`config.mk`:
```
export PLATFORM = sky130hd
export DESIGN_NAME = move_fabric
export DESIGN_NICKNAME = d
export VERILOG_FILES = /design/src/rtl/move_fabric.sv
export SDC_FILE = /design/constraint.sdc
export NUM_CORES = 1
export LEC_CHECK = 0
export BUFFER_PORTS_ARGS = -buffer_cell sky130_fd_sc_hd__buf_2
export CAP_MARGIN = 5
export CORE_AREA = 2 2 250 252
export DETAILED_ROUTE_END_ITERATION = 12
export DIE_AREA = 0 0 252 254
export PLACE_DENSITY_LB_ADDON = 0.08
export SYNTH_ARGS = -nofsm -noshare
export SYNTH_HDL_FRONTEND = slang
export SYNTH_SLANG_ARGS = --single-unit
```
`constraint.sdc`:
```
create_clock -name vclk -period 4.8
set_input_delay 0.96 -clock vclk [all_inputs]
set_output_delay 0.96 -clock vclk [all_outputs]
set_load 0.01 [all_outputs]
```
`src/rtl/move_fabric.sv`:
```
module move_fabric #(
  parameter int NBUS = 3,
  parameter int NSRC = 8,
  parameter int NDST = 8,
  parameter int W    = 32,
  localparam int SW  = (NSRC > 1) ? $clog2(NSRC) : 1,
  localparam int DW  = (NDST > 1) ? $clog2(NDST) : 1
) (
  input  logic [NBUS-1:0]    slot_valid_i,
  input  logic [NBUS*SW-1:0] slot_src_i,
  input  logic [NBUS*DW-1:0] slot_dst_i,
  input  logic [NBUS*2-1:0]  slot_guard_i,
  input  logic [1:0]         cond_i,
  input  logic [NSRC*W-1:0]  src_data_i,
  output logic [NBUS*W-1:0]  bus_data_o,
  output logic [NDST-1:0]    dst_we_o,
  output logic [NDST*W-1:0]  dst_data_o,
  output logic               conflict_o
);

  logic [W-1:0]    bus [NBUS];
  logic [NBUS-1:0] live;

  for (genvar b = 0; b < NBUS; b++) begin : g_bus
    logic [SW-1:0] sel;
    logic [1:0]    gcode;
    logic          pass;
    assign sel   = slot_src_i[b*SW +: SW];
    assign gcode = slot_guard_i[b*2 +: 2];

    always_comb begin
      bus[b] = '0;
      for (int p = 0; p < NSRC; p++)
        if (sel == SW'(p)) bus[b] = src_data_i[p*W +: W];
    end

    always_comb begin
      case (gcode)
        2'd0:    pass = 1'b1;
        2'd1:    pass = cond_i[0];
        2'd2:    pass = cond_i[1];
        default: pass = ~cond_i[0];
      endcase
    end

    assign live[b] = slot_valid_i[b] & pass;
    assign bus_data_o[b*W +: W] = bus[b];
  end

  always_comb begin
    dst_we_o   = '0;
    dst_data_o = '0;
    conflict_o = 1'b0;
    for (int d = 0; d < NDST; d++) begin
      int hits;
      hits = 0;
      for (int b = NBUS - 1; b >= 0; b--) begin
        if (live[b] && slot_dst_i[b*DW +: DW] == DW'(d)) begin
          dst_we_o[d]            = 1'b1;
          dst_data_o[d*W +: W]   = bus[b];
          hits++;
        end
      end
      if (hits > 1) conflict_o = 1'b1;
    end
  end

  always_comb begin
    for (int b = 0; b < NBUS; b++)
      for (int p = 0; p < NSRC; p++)
        if (slot_src_i[b*SW +: SW] == SW'(p))
          a_r1_bus_follows_source: assert (bus_data_o[b*W +: W] == src_data_i[p*W +: W]);
    for (int b = 0; b < NBUS; b++)
      if (slot_valid_i[b] && slot_guard_i[b*2 +: 2] == 2'd0)
        a_r2_unguarded_writes: assert (dst_we_o[slot_dst_i[b*DW +: DW]]);
    a_r4_writes_need_valid: assert ($countones(dst_we_o) <= $countones(slot_valid_i));
    for (int d = 0; d < NDST; d++)
      if (!dst_we_o[d])
        a_r5_idle_port_zero: assert (dst_data_o[d*W +: W] == '0);
    if (conflict_o)
      a_r7_conflict_merges: assert ($countones(dst_we_o) < $countones(slot_valid_i));
  end

endmodule

```
==> impl_metrics.toml <==
[grt]
grt_use_total_pct = 29.8
grt-ovfl-total = 0
grt_max_degree = 57
grt_pass1_wl_um = 141000
antenna_found_initial = 26
grt_pass1_vias = 18600

[sta]
worst_slew_pin_slew_ns = 1.05
period_minus_slack_ns = 4.44
setup_viol = 0
rsz0062_at_grt = "false"
maxSlewViolCount = 0
fin_ws_ns = 0.361
relSlewSlack_pct = 29.7
timing.final.crit_share_pct = 92.5
fin_setup_tns_ns = 0
fmax_ghz = 0.225
hold_viol_final = 0

[yosys]
synth_mux_area_share_pct = 10.7
synth_xor_area_share_pct = 0
synth.most_common_cell = "a22oi_1"
ys_seq_area_share_pct = 0
yosysUniqueCellTypes = 81
synthAdderAreaFrac_pct = 1.74
synth_common_cells = "195 x a22oi_1, 191 x nand2_1, 186 x o21ai_0"
synth.cell_area_um2 = 12200
synth-compound-area-share_pct = 56.9
synth_area_leaders = "a22oi_1 12%, o21ai_0 7.6%, mux2i_1 7.2%"
synth_top_family_by_area = "compound AO/OA/AOI/OAI gates"
synth_top_cell_by_area = "a22oi_1"
synth-simple-area-share_pct = 20.9
synth_top_area_share_pct = 12.0
yosys_warnings = 0
synthCells = 1880
syn_area_per_cell_um2 = 6.51
synth_nets = 2182

[status]
status = "finished, final reports clean"

[worst_setup_path]
critPathLaunchType = "input pin"
critical_path_peak_fanout = 11
crit_arrival_ns = 3.48
crit_chain = "buf_2 -> and2_1 -> nand2b_1 -> buf_4 -> o211ai_1 -> o221ai_1 -> buf_2"
cp_slowest_cell = "o211ai_1"
slowest_delay_ns = 0.78
cp-end-kind = "output port"
cpMostUsedCell = "buf_2"
cp.required_ns = 3.84
criticalPathCategory = "in -> out"

[clock_tree]
hold_buffers = 0
cts_resized = 0
postCtsSetupBuffers = 0

[finish]
final_util_pct = 28.1
clock_buffers = 0
syn_to_final_growth_pct = 40.3
seqCellArea_um2 = 0
layout-drive-gt1-share_pct = 39.4
nets = 2796
nFlopsAndLatches = 0
design_area_um2 = 17200

[routing]
wire_per_inst_um = 30.9
firstDrtPassIters = 7
via_per_inst = 5.99
vias = 19800
wl_um = 102000
antenna_left = 0
drt_iter0_markers = 2272
drc = 0

[floorplan]
die_w_um = 252
io_pins = 646
fp-row-count = 91
core-area_um2 = 61300
die_h_um = 254
initial_core_util_pct = 20.0
die_area_um2 = 64000

[pwr]
p_per_area_nw_per_um2 = 129
vdd_ir_drop_max_mv = 0.0399
leakage_nw = 7.79

[placed_design]
pre_cts_slack_ns = 0.444
hpwl_um = 78500
port_buffers = 646
gp_congestion = 0.962
dpl-instance-area_um2 = 17100

[min_path]
holdCritPathClass = "in -> out"

[job]
maxCapViolCount = 0
-- power breakdown --
| part | switching (mW) | internal, mW | leakage (nW) |
|---|---|---|---|
| Clock | 0 | 0.000000427 | 0.000166 |
| Sequential | 0 | 0 | 0 |
| Combinational | 1.46 | 0.756 | 7.79 |
-- stage by stage --
step / instances / power (mW) / hold slack, ns
floorplan: 1880 / 1.04 / 2.12
global placement: 3282 / 2.17 / 2.31
detailed placement: 3282 / 2.17 / 2.31
CTS: 3282 / 2.18 / 2.32
global route: 3304 / 2.33 / 2.34
finish: 3308 / 2.22 / 2.32
-- worst paths after layout --
path,endpoint,from,slack [ns],cells after the start
setup / recovery,dst_data_o[128],slot_src_i[4],0.36,7
hold / removal,bus_data_o[93],slot_src_i[6],2.32,3
-- logic make-up (layout without fill, tap and decap cells) --
group	count (synthesis)	in the layout
adder cells (fa/ha/maj)	17	17
buffers and inverters	270	882
multiplexers	118	118
AO/OA/AOI/OAI	961	961
other	0	26
AND/OR/NAND/NOR	514	514
-- placed cells by master (no fill, tap or decap), types with 32 or more instances in the layout --
cell type  Yosys  layout
a21o_1        35      35
a21oi_1      135     135
and2_1        36      36
a221oi_1      70      70
o21bai_1      32      32
a222oi_1      32      32
o21ai_0      186     186
o21ai_1       53      53
buf_4          8     168
o221ai_1      36      36
a221oi_2      42      42
inv_1         49      49
a22oi_1      195     195
nor2_1       132     128
buf_2         83     640
nand2_1      191     191
mux2i_1       88      88
-- critical path: cells and delay by family --
kind / cells / cell delay, ns
simple gates: 2 / 0.71
buf+inv: 3 / 0.74
compound gates: 2 / 1.05
-- cell type report --
cell class	count	area, µm²
Timing Repair Buffer	824	4780
Multi-Input combinational cell	1610	11100
Fill cell	7038	44100
Tap cell	790	988
Inverter	58	218
Antenna cell	26	65.1
-- layer usage --
layer | GRT usage, % | wire length, µm | part of all wire [%]
met5 | 0.309 | 26 | 0.025
met3 | 4.10 | 8120 | 7.9
met2 | 48.5 | 46700 | 46
met1 | 40.7 | 44100 | 43
met4 | 9.06 | 3360 | 3.3
Note: power is estimated with default switching activity, not from simulation.
